[config.mk]
export PLATFORM = sky130hd
export DESIGN_NAME = ddr3_init_seq
export DESIGN_NICKNAME = d
export VERILOG_FILES = /design/src/rtl/ddr3_init_pkg.sv /design/src/rtl/ddr3_init_timer.sv /design/src/rtl/ddr3_init_fsm.sv /design/src/rtl/ddr3_init_cmdgen.sv /design/src/rtl/ddr3_init_seq.sv
export SDC_FILE = /design/constraint.sdc
export NUM_CORES = 1
export LEC_CHECK = 0
export CAP_MARGIN = 30
export CORE_UTILIZATION = 42
export DETAILED_ROUTE_END_ITERATION = 12
export PLACE_DENSITY_LB_ADDON = 0.12
export SKIP_CTS_REPAIR_TIMING = 1
export SLEW_MARGIN = 20
export SYNTH_ARGS = -nofsm -noshare
export SYNTH_HDL_FRONTEND = slang
export SYNTH_SLANG_ARGS = --single-unit
[constraint.sdc]
create_clock -name clk -period 5.7 [get_ports clk]
set_clock_uncertainty 0.1 [all_clocks]
set_input_delay 0.855 -clock clk [delete_from_list [all_inputs] [get_ports clk]]
set_output_delay 0.855 -clock clk [all_outputs]
set_load 0.02 [all_outputs]
[src/rtl/ddr3_init_pkg.sv]
package ddr3_init_pkg;

   typedef enum logic [2:0] {
      ST_IDLE,
      ST_RST,
      ST_CKEW,
      ST_XPR,
      ST_MRS,
      ST_ZQ,
      ST_READY
   } seq_state_e;

   typedef struct packed {
      logic cs_n;
      logic ras_n;
      logic cas_n;
      logic we_n;
   } cmd_pins_t;

   localparam cmd_pins_t CMD_DESEL = '{cs_n: 1'b1, ras_n: 1'b1, cas_n: 1'b1, we_n: 1'b1};
   localparam cmd_pins_t CMD_NOP   = '{cs_n: 1'b0, ras_n: 1'b1, cas_n: 1'b1, we_n: 1'b1};
   localparam cmd_pins_t CMD_MRS   = '{cs_n: 1'b0, ras_n: 1'b0, cas_n: 1'b0, we_n: 1'b0};
   localparam cmd_pins_t CMD_ZQCL  = '{cs_n: 1'b0, ras_n: 1'b1, cas_n: 1'b1, we_n: 1'b0};

   localparam int N_MR          = 4;
   localparam int CKE_PRE_FLOOR = 5;
   localparam int XPR_FLOOR     = 5;
   localparam int DLL_DIS_BIT   = 0;
   localparam int DLL_RST_BIT   = 8;
   localparam int ZQ_LONG_BIT   = 10;

   localparam logic [2:0] BA_MR0 = 3'b000;
   localparam logic [2:0] BA_MR1 = 3'b001;
   localparam logic [2:0] BA_MR2 = 3'b010;
   localparam logic [2:0] BA_MR3 = 3'b011;

   // Programming order of the mode registers: step -> bank select.
   function automatic logic [2:0] mr_bank(input logic [1:0] step);
      case (step)
         2'd0:    return BA_MR2;
         2'd1:    return BA_MR3;
         2'd2:    return BA_MR1;
         default: return BA_MR0;
      endcase
   endfunction

endpackage

[src/rtl/ddr3_init_timer.sv]
module ddr3_init_timer #(
   parameter int CNT_W = 20
) (
   input  logic             clk,
   input  logic             rst_n,
   input  logic             load,
   input  logic [CNT_W-1:0] load_val,
   output logic             done
);

   logic [CNT_W-1:0] cnt_q;

   // Loadable down-counter; sits at zero once expired.
   always_ff @(posedge clk or negedge rst_n) begin
      if (!rst_n) begin
         cnt_q <= '0;
      end else if (load) begin
         cnt_q <= load_val;
      end else if (cnt_q != '0) begin
         cnt_q <= cnt_q - 1'b1;
      end
   end

   assign done = (cnt_q == '0);

endmodule

[src/rtl/ddr3_init_fsm.sv]
module ddr3_init_fsm
   import ddr3_init_pkg::*;
#(
   parameter int CNT_W = 20
) (
   input  logic             clk,
   input  logic             rst_n,
   input  logic             start,
   input  logic [CNT_W-1:0] rst_cycles,
   input  logic [CNT_W-1:0] cke_wait_cycles,
   input  logic [CNT_W-1:0] xs_cycles,
   input  logic [CNT_W-1:0] mrd_cycles,
   input  logic [CNT_W-1:0] mod_cycles,
   input  logic [CNT_W-1:0] dllk_cycles,
   input  logic [CNT_W-1:0] zqinit_cycles,
   input  logic             tmr_done,
   output logic             tmr_load,
   output logic [CNT_W-1:0] tmr_val,
   output seq_state_e       state_q,
   output logic [1:0]       step_q,
   output logic             issue_q
);

   localparam logic [CNT_W-1:0] FLOOR_ONE = CNT_W'(1);
   localparam logic [CNT_W-1:0] FLOOR_CKE = CNT_W'(CKE_PRE_FLOOR);
   localparam logic [CNT_W-1:0] FLOOR_XPR = CNT_W'(XPR_FLOOR);
   localparam logic [1:0]       LAST_STEP = 2'(N_MR - 1);

   seq_state_e state_d;
   logic [1:0] step_d;
   logic       issue_d;
   logic [CNT_W-1:0] final_wait;

   // Length of a wait, raised to its floor, minus the cycle of entry.
   function automatic logic [CNT_W-1:0] span_m1(input logic [CNT_W-1:0] v,
                                                input logic [CNT_W-1:0] fl);
      return ((v > fl) ? v : fl) - 1'b1;
   endfunction

   assign final_wait = (dllk_cycles > zqinit_cycles) ? dllk_cycles : zqinit_cycles;

   always_comb begin
      state_d  = state_q;
      step_d   = step_q;
      issue_d  = 1'b0;
      tmr_load = 1'b0;
      tmr_val  = '0;
      case (state_q)
         ST_IDLE: if (start) begin
            state_d  = ST_RST;
            tmr_load = 1'b1;
            tmr_val  = span_m1(rst_cycles, FLOOR_ONE);
         end
         ST_RST: if (tmr_done) begin
            state_d  = ST_CKEW;
            tmr_load = 1'b1;
            tmr_val  = span_m1(cke_wait_cycles, FLOOR_CKE);
         end
         ST_CKEW: if (tmr_done) begin
            state_d  = ST_XPR;
            tmr_load = 1'b1;
            tmr_val  = span_m1(xs_cycles, FLOOR_XPR);
         end
         ST_XPR: if (tmr_done) begin
            state_d  = ST_MRS;
            step_d   = 2'd0;
            issue_d  = 1'b1;
            tmr_load = 1'b1;
            tmr_val  = span_m1(mrd_cycles, FLOOR_ONE);
         end
         ST_MRS: if (tmr_done) begin
            issue_d  = 1'b1;
            tmr_load = 1'b1;
            if (step_q == LAST_STEP) begin
               state_d = ST_ZQ;
               tmr_val = span_m1(final_wait, FLOOR_ONE);
            end else begin
               step_d  = step_q + 2'd1;
               tmr_val = (step_q + 2'd1 == LAST_STEP) ? span_m1(mod_cycles, FLOOR_ONE)
                                                      : span_m1(mrd_cycles, FLOOR_ONE);
            end
         end
         ST_ZQ: if (tmr_done) begin
            state_d = ST_READY;
         end
         ST_READY: state_d = ST_READY;
         default:  state_d = ST_IDLE;
      endcase
   end

   always_ff @(posedge clk or negedge rst_n) begin
      if (!rst_n) begin
         state_q <= ST_IDLE;
         step_q  <= 2'd0;
         issue_q <= 1'b0;
      end else begin
         state_q <= state_d;
         step_q  <= step_d;
         issue_q <= issue_d;
      end
   end

   // A timed phase may only be left when its counter has run out.
   assert_wait_expired_R5: assert property (@(posedge clk) disable iff (!rst_n)
      (state_q != ST_IDLE && state_q != ST_READY && state_d != state_q) |-> tmr_done);

   // Ready is terminal; a later start has no effect.
   assert_ready_terminal_R12: assert property (@(posedge clk) disable iff (!rst_n)
      (state_q == ST_READY) |=> (state_q == ST_READY));

endmodule

[src/rtl/ddr3_init_cmdgen.sv]
module ddr3_init_cmdgen
   import ddr3_init_pkg::*;
#(
   parameter int ADDR_W = 16
) (
   input  seq_state_e        state,
   input  logic [1:0]        step,
   input  logic              issue,
   input  logic [ADDR_W-1:0] mr0_val,
   input  logic [ADDR_W-1:0] mr1_val,
   input  logic [ADDR_W-1:0] mr2_val,
   input  logic [ADDR_W-1:0] mr3_val,
   output logic              rst_n_o,
   output logic              cke_o,
   output logic              odt_o,
   output logic              ready_o,
   output cmd_pins_t         cmd_o,
   output logic [2:0]        ba_o,
   output logic [ADDR_W-1:0] addr_o
);

   logic [ADDR_W-1:0] mr_arr [N_MR];
   logic [2:0]        bank;
   logic [ADDR_W-1:0] payload;

   assign mr_arr[0] = mr0_val;
   assign mr_arr[1] = mr1_val;
   assign mr_arr[2] = mr2_val;
   assign mr_arr[3] = mr3_val;

   always_comb begin
      bank    = mr_bank(step);
      payload = mr_arr[bank[1:0]];
      if (bank == BA_MR1) payload[DLL_DIS_BIT] = 1'b0;
      if (bank == BA_MR0) payload[DLL_RST_BIT] = 1'b1;

      rst_n_o = 1'b1;
      cke_o   = 1'b1;
      odt_o   = 1'b0;
      ready_o = 1'b0;
      cmd_o   = CMD_NOP;
      ba_o    = 3'b000;
      addr_o  = '0;
      case (state)
         ST_CKEW: cke_o = 1'b0;
         ST_XPR:  cke_o = 1'b1;
         ST_MRS: if (issue) begin
            cmd_o  = CMD_MRS;
            ba_o   = bank;
            addr_o = payload;
         end
         ST_ZQ: if (issue) begin
            cmd_o               = CMD_ZQCL;
            addr_o[ZQ_LONG_BIT] = 1'b1;
         end
         ST_READY: ready_o = 1'b1;
         default: begin
            rst_n_o = 1'b0;
            cke_o   = 1'b0;
            cmd_o   = CMD_DESEL;
         end
      endcase
   end

endmodule

[src/rtl/ddr3_init_seq.sv]
module ddr3_init_seq
   import ddr3_init_pkg::*;
#(
   parameter int CNT_W   = 20,
   parameter int ADDR_W  = 16,
   parameter bit REG_OUT = 1'b1
) (
   input  logic              clk,
   input  logic              rst_n,
   input  logic              start,
   input  logic [CNT_W-1:0]  rst_cycles,
   input  logic [CNT_W-1:0]  cke_wait_cycles,
   input  logic [CNT_W-1:0]  xs_cycles,
   input  logic [CNT_W-1:0]  mrd_cycles,
   input  logic [CNT_W-1:0]  mod_cycles,
   input  logic [CNT_W-1:0]  dllk_cycles,
   input  logic [CNT_W-1:0]  zqinit_cycles,
   input  logic [ADDR_W-1:0] mr0_val,
   input  logic [ADDR_W-1:0] mr1_val,
   input  logic [ADDR_W-1:0] mr2_val,
   input  logic [ADDR_W-1:0] mr3_val,
   output logic              dram_rst_n,
   output logic              dram_cke,
   output logic              dram_odt,
   output logic              dram_cs_n,
   output logic              dram_ras_n,
   output logic              dram_cas_n,
   output logic              dram_we_n,
   output logic [2:0]        dram_ba,
   output logic [ADDR_W-1:0] dram_addr,
   output logic              init_done
);

   if (ADDR_W <= ZQ_LONG_BIT) begin : g_bad_addr_w
      $error("ADDR_W must cover the calibration and DLL-reset address bits");
   end
   if (CNT_W < 3) begin : g_bad_cnt_w
      $error("CNT_W must hold the five-cycle floors");
   end

   seq_state_e        state_q;
   logic [1:0]        step_q;
   logic              issue_q;
   logic              tmr_load, tmr_done;
   logic [CNT_W-1:0]  tmr_val;

   logic              nx_rst_n, nx_cke, nx_odt, nx_ready;
   cmd_pins_t         nx_cmd;
   logic [2:0]        nx_ba;
   logic [ADDR_W-1:0] nx_addr;

   ddr3_init_fsm #(.CNT_W(CNT_W)) i_fsm (
      .clk             (clk),
      .rst_n           (rst_n),
      .start           (start),
      .rst_cycles      (rst_cycles),
      .cke_wait_cycles (cke_wait_cycles),
      .xs_cycles       (xs_cycles),
      .mrd_cycles      (mrd_cycles),
      .mod_cycles      (mod_cycles),
      .dllk_cycles     (dllk_cycles),
      .zqinit_cycles   (zqinit_cycles),
      .tmr_done        (tmr_done),
      .tmr_load        (tmr_load),
      .tmr_val         (tmr_val),
      .state_q         (state_q),
      .step_q          (step_q),
      .issue_q         (issue_q)
   );

   ddr3_init_timer #(.CNT_W(CNT_W)) i_timer (
      .clk      (clk),
      .rst_n    (rst_n),
      .load     (tmr_load),
      .load_val (tmr_val),
      .done     (tmr_done)
   );

   ddr3_init_cmdgen #(.ADDR_W(ADDR_W)) i_cmdgen (
      .state   (state_q),
      .step    (step_q),
      .issue   (issue_q),
      .mr0_val (mr0_val),
      .mr1_val (mr1_val),
      .mr2_val (mr2_val),
      .mr3_val (mr3_val),
      .rst_n_o (nx_rst_n),
      .cke_o   (nx_cke),
      .odt_o   (nx_odt),
      .ready_o (nx_ready),
      .cmd_o   (nx_cmd),
      .ba_o    (nx_ba),
      .addr_o  (nx_addr)
   );

   if (REG_OUT) begin : g_out_reg
      always_ff @(posedge clk or negedge rst_n) begin
         if (!rst_n) begin
            dram_rst_n <= 1'b0;
            dram_cke   <= 1'b0;
            dram_odt   <= 1'b0;
            dram_cs_n  <= 1'b1;
            dram_ras_n <= 1'b1;
            dram_cas_n <= 1'b1;
            dram_we_n  <= 1'b1;
            dram_ba    <= 3'b000;
            dram_addr  <= '0;
            init_done  <= 1'b0;
         end else begin
            dram_rst_n <= nx_rst_n;
            dram_cke   <= nx_cke;
            dram_odt   <= nx_odt;
            dram_cs_n  <= nx_cmd.cs_n;
            dram_ras_n <= nx_cmd.ras_n;
            dram_cas_n <= nx_cmd.cas_n;
            dram_we_n  <= nx_cmd.we_n;
            dram_ba    <= nx_ba;
            dram_addr  <= nx_addr;
            init_done  <= nx_ready;
         end
      end
   end else begin : g_out_comb
      assign dram_rst_n = nx_rst_n;
      assign dram_cke   = nx_cke;
      assign dram_odt   = nx_odt;
      assign dram_cs_n  = nx_cmd.cs_n;
      assign dram_ras_n = nx_cmd.ras_n;
      assign dram_cas_n = nx_cmd.cas_n;
      assign dram_we_n  = nx_cmd.we_n;
      assign dram_ba    = nx_ba;
      assign dram_addr  = nx_addr;
      assign init_done  = nx_ready;
   end

   assert_cke_after_reset_R3: assert property (@(posedge clk) disable iff (!rst_n)
      !dram_rst_n |-> !dram_cke);

   assert_cke_hold_R9: assert property (@(posedge clk) disable iff (!rst_n)
      dram_cke |=> dram_cke);

   assert_ready_hold_R9: assert property (@(posedge clk) disable iff (!rst_n)
      init_done |=> init_done);

   assert_mrs_live_R6: assert property (@(posedge clk) disable iff (!rst_n)
      (!dram_cs_n && !dram_ras_n && !dram_cas_n && !dram_we_n) |-> (dram_cke && dram_rst_n));

endmodule

==> impl_metrics.env <==
export IMPL_clk_path_buf_depth=2
export IMPL_leakage_nw=3.526
export IMPL_hold_violations=0
export IMPL_first_pass_iters=5
export IMPL_slowest_stage="or4_1"
export IMPL_synth_top_cells_by_count="76 x nand2_1, 69 x nor2_1, 63 x xnor2_1"
export IMPL_dpl_hpwl_um=20600
export IMPL_drive_gt1_share_pct=6.893
export IMPL_rows=47
export IMPL_synth_main_ff_cell="dfrtp_1"
export IMPL_maxSlewHeadroom_pct=42.06
export IMPL_stdcell_count=1337
export IMPL_use_met3_pct=6.169
export IMPL_gp_congestion=0.9895
export IMPL_dp_cells=1329
export IMPL_setup_violations=0
export IMPL_ys_async_sr_fraction_pct=100.0
export IMPL_synth_most_common_cell="nand2_1"
export IMPL_max_freq_mhz=197.2
export IMPL_hold_depth=1
export IMPL_clkLatencyLatePin_ns=0.29
export IMPL_nNetsFinal=1361
export IMPL_power_frac_comb_pct=53.7
export IMPL_rsz0062_at_grt="false"
export IMPL_reg2reg_depth=7
export IMPL_period_share_pct=88.98
export IMPL_ant_nets=0
export IMPL_die_x_um=132.6
export IMPL_cts_root_buffer="clkbuf_16"
export IMPL_max_stage_delay_ns=0.63
export IMPL_p_int_mw=1.111
export IMPL_worst_setup_path_end_kind="flop"
export IMPL_outcome="finished clean"
export IMPL_cts_buffers=5
export IMPL_critPathKind="input port to flop"
export IMPL_start_util_pct=43.02
export IMPL_clkPwrFrac_pct=16.6
export IMPL_power_density_mw_per_mm2=191.7
export IMPL_min_period_ns=5.072
export IMPL_use_met1_pct=38.62
export IMPL_synth_seq_cells=50
export IMPL_grt_usage_pct=28.27
export IMPL_grt_pass1_wl_um=39610
export IMPL_die_y_um=132.6
export IMPL_synthTopCellsByArea="dfrtp_1 16%, xnor2_1 7.7%, ha_1 6.6%"
export IMPL_yosys_area_top_type="dfrtp_1"
export IMPL_worst_slew_pin_slew_ns=0.8612
export IMPL_met2_usage_pct=45.26
export IMPL_hold_ws_ns=0.3968
export IMPL_htreeDepth=2
export IMPL_slew_violations=0
export IMPL_place_worst_setup_slack_ns=0.3255
export IMPL_wl_per_cell_um=18.57
export IMPL_cp_cell_sequence="clkdlybuf4s50_1 -> inv_1 -> ha_1 -> nand4_1 -> or4_1 -> a211o_1 -> a31oi_2 -> mux2i_1 -> ha_1 -> nand4_1 -> nor3b_1 -> xnor2_1 -> mux2i_1 -> a22oi_1 -> a31oi_1"
export IMPL_cpLargestDelayFamily="simple AND/OR/NAND/NOR gates"
export IMPL_routed_wirelength_um=24830
export IMPL_hp_class="flop to flop"
export IMPL_grt_busiest_layer="met2"
export IMPL_yosysWarningCount=0
export IMPL_power_frac_seq_pct=29.8
export IMPL_cts_tree="yes"
export IMPL_crit_arrival_ns=5.10
export IMPL_clk_pin_slew_ns=0.07
export IMPL_cts_sinks=50
export IMPL_grt_overflow=0
export IMPL_core_region_area_mm2=0.01664
export IMPL_net_switching_power_mw=0.7619
export IMPL_synth_top_cell_area_share_pct=16.43
export IMPL_cp_max_fo=9
export IMPL_drt_iter0_drc=727
export IMPL_synthCells=903
export IMPL_areaGrowthSynthToFinish_pct=36.51
export IMPL_die_area_mm2=0.01757
export IMPL_ys_types=85
export IMPL_diodes=0
export IMPL_critPathLaunchType="input port"
export IMPL_worst_slack_ns=0.6283
export IMPL_tns_ns=0
export IMPL_portBuffers=231
export IMPL_drc=0
export IMPL_viasPerCell=5.935
export IMPL_vias=7935
export IMPL_grt_max_degree=51
export IMPL_cp_depth=15
export IMPL_final_core_utilization_pct=58.72
export IMPL_yosysSeqAreaShare_pct=17.53
export IMPL_synth_area_mm2=0.007159
export IMPL_synth_edf_count=0
export IMPL_ioPinCount=234
export IMPL_grt_pass1_vias=7373
export IMPL_drv_cap=0
export IMPL_switching_share_pct=40.67
export IMPL_ir_worst_vdd_mv=0.1824
export IMPL_antenna_found_initial=0
export IMPL_cp_required_ns=5.73
export IMPL_worst_path_buf_inv=2
export IMPL_synth_avg_cell_area_um2=7.928
## layer usage
| layer | vias up | wire (µm) | share of wire, % |
|---|---|---|---|
| li1 | 3812 | - | - |
| met1 | 3714 | 10950 | 44 |
| met2 | 365 | 11130 | 45 |
| met3 | 44 | 2184 | 8.8 |
| met4 | 0 | 567 | 2.3 |
| met5 | - | 0 | 0 |
## registers in the layout (all words and copies together) (netlist names)
signal         cells
dram_we_n          1
i_fsm.step_q       2
dram_ba            2
dram_cke           1
dram_cas_n         1
i_fsm.issue_q      1
i_fsm.state_q      3
init_done          1
dram_cs_n          1
dram_rst_n         1
i_timer.cnt_q     20
dram_addr         16
## logic make-up after synthesis
| kind of cell | share of synthesized area, % |
|---|---|
| AO/OA/AOI/OAI | 18.21 |
| XOR/XNOR | 14.19 |
| adder cells (fa/ha/maj) | 6.641 |
| buffers and inverters | 5.121 |
| flip-flops | 17.53 |
| multiplexers | 8.756 |
| other | 0.05238 |
| AND/OR/NAND/NOR | 29.50 |
## power groups by stage
stage	combinational (mW)	sequential [mW]	clock (mW)
2_1_floorplan	0.608	0.551	0
3_3_place_gp	0.974	0.558	0
3_5_place_dp	0.983	0.560	0
4_1_cts	0.989	0.554	0.315
5_1_grt	1.09	0.571	0.330
6_report	1.01	0.557	0.311
## metrics by stage
stage / instance area (µm²) / power [mW]
global route: 9773 / 1.995
finish: 9773 / 1.873
detailed placement: 9618 / 1.543
CTS: 9773 / 1.858
global placement: 9618 / 1.533
floorplan: 7163 / 1.159
## final timing paths
| kind | start | slack [ns] | end |
|---|---|---|---|
| min reg2reg | i_fsm.issue_q | 0.40 | dram_cas_n |
| max | zqinit_cycles[17] | 0.63 | i_timer.cnt_q[18] |
| min | i_fsm.issue_q | 0.40 | dram_cas_n |
| min in group asynchronous | rst_n | 0.57 | i_fsm.state_q[2] |
| max in group asynchronous | rst_n | 4.49 | i_timer.cnt_q[10] |
| max reg2reg | i_timer.cnt_q[8] | 1.95 | i_timer.cnt_q[13] |
## area by class of cell
type                       count  area (µm²)
timing repair buffer         241        2382
multi-input combinational    777        5552
inverter                      41       153.9
sequential                    50        1255
fill                        1591        6869
clock inverter                 2       16.27
tap                          220       275.3
clock buffer                   6       138.9
## cells in the final DEF, fill, tap and decap left out, types with 6 or more instances in the layout
cell	n
a2111oi_0	6
a21oi_1	45
a221oi_1	9
a22oi_1	13
a31oi_1	15
and3_1	8
buf_4	10
clkdlybuf4s50_1	230
dfrtp_1	47
ha_1	38
inv_1	41
mux2i_1	21
mux4_2	16
nand2_1	76
nand2b_1	15
nand3_1	18
nand4_1	18
nor2_1	69
nor2b_1	17
nor3_1	45
nor4_1	35
o211ai_1	7
o21ai_0	30
o221ai_1	6
o31ai_1	12
or2_2	7
or3_1	18
or4_1	20
xnor2_1	63
xor2_1	53
(Power assumes the default switching activity.)
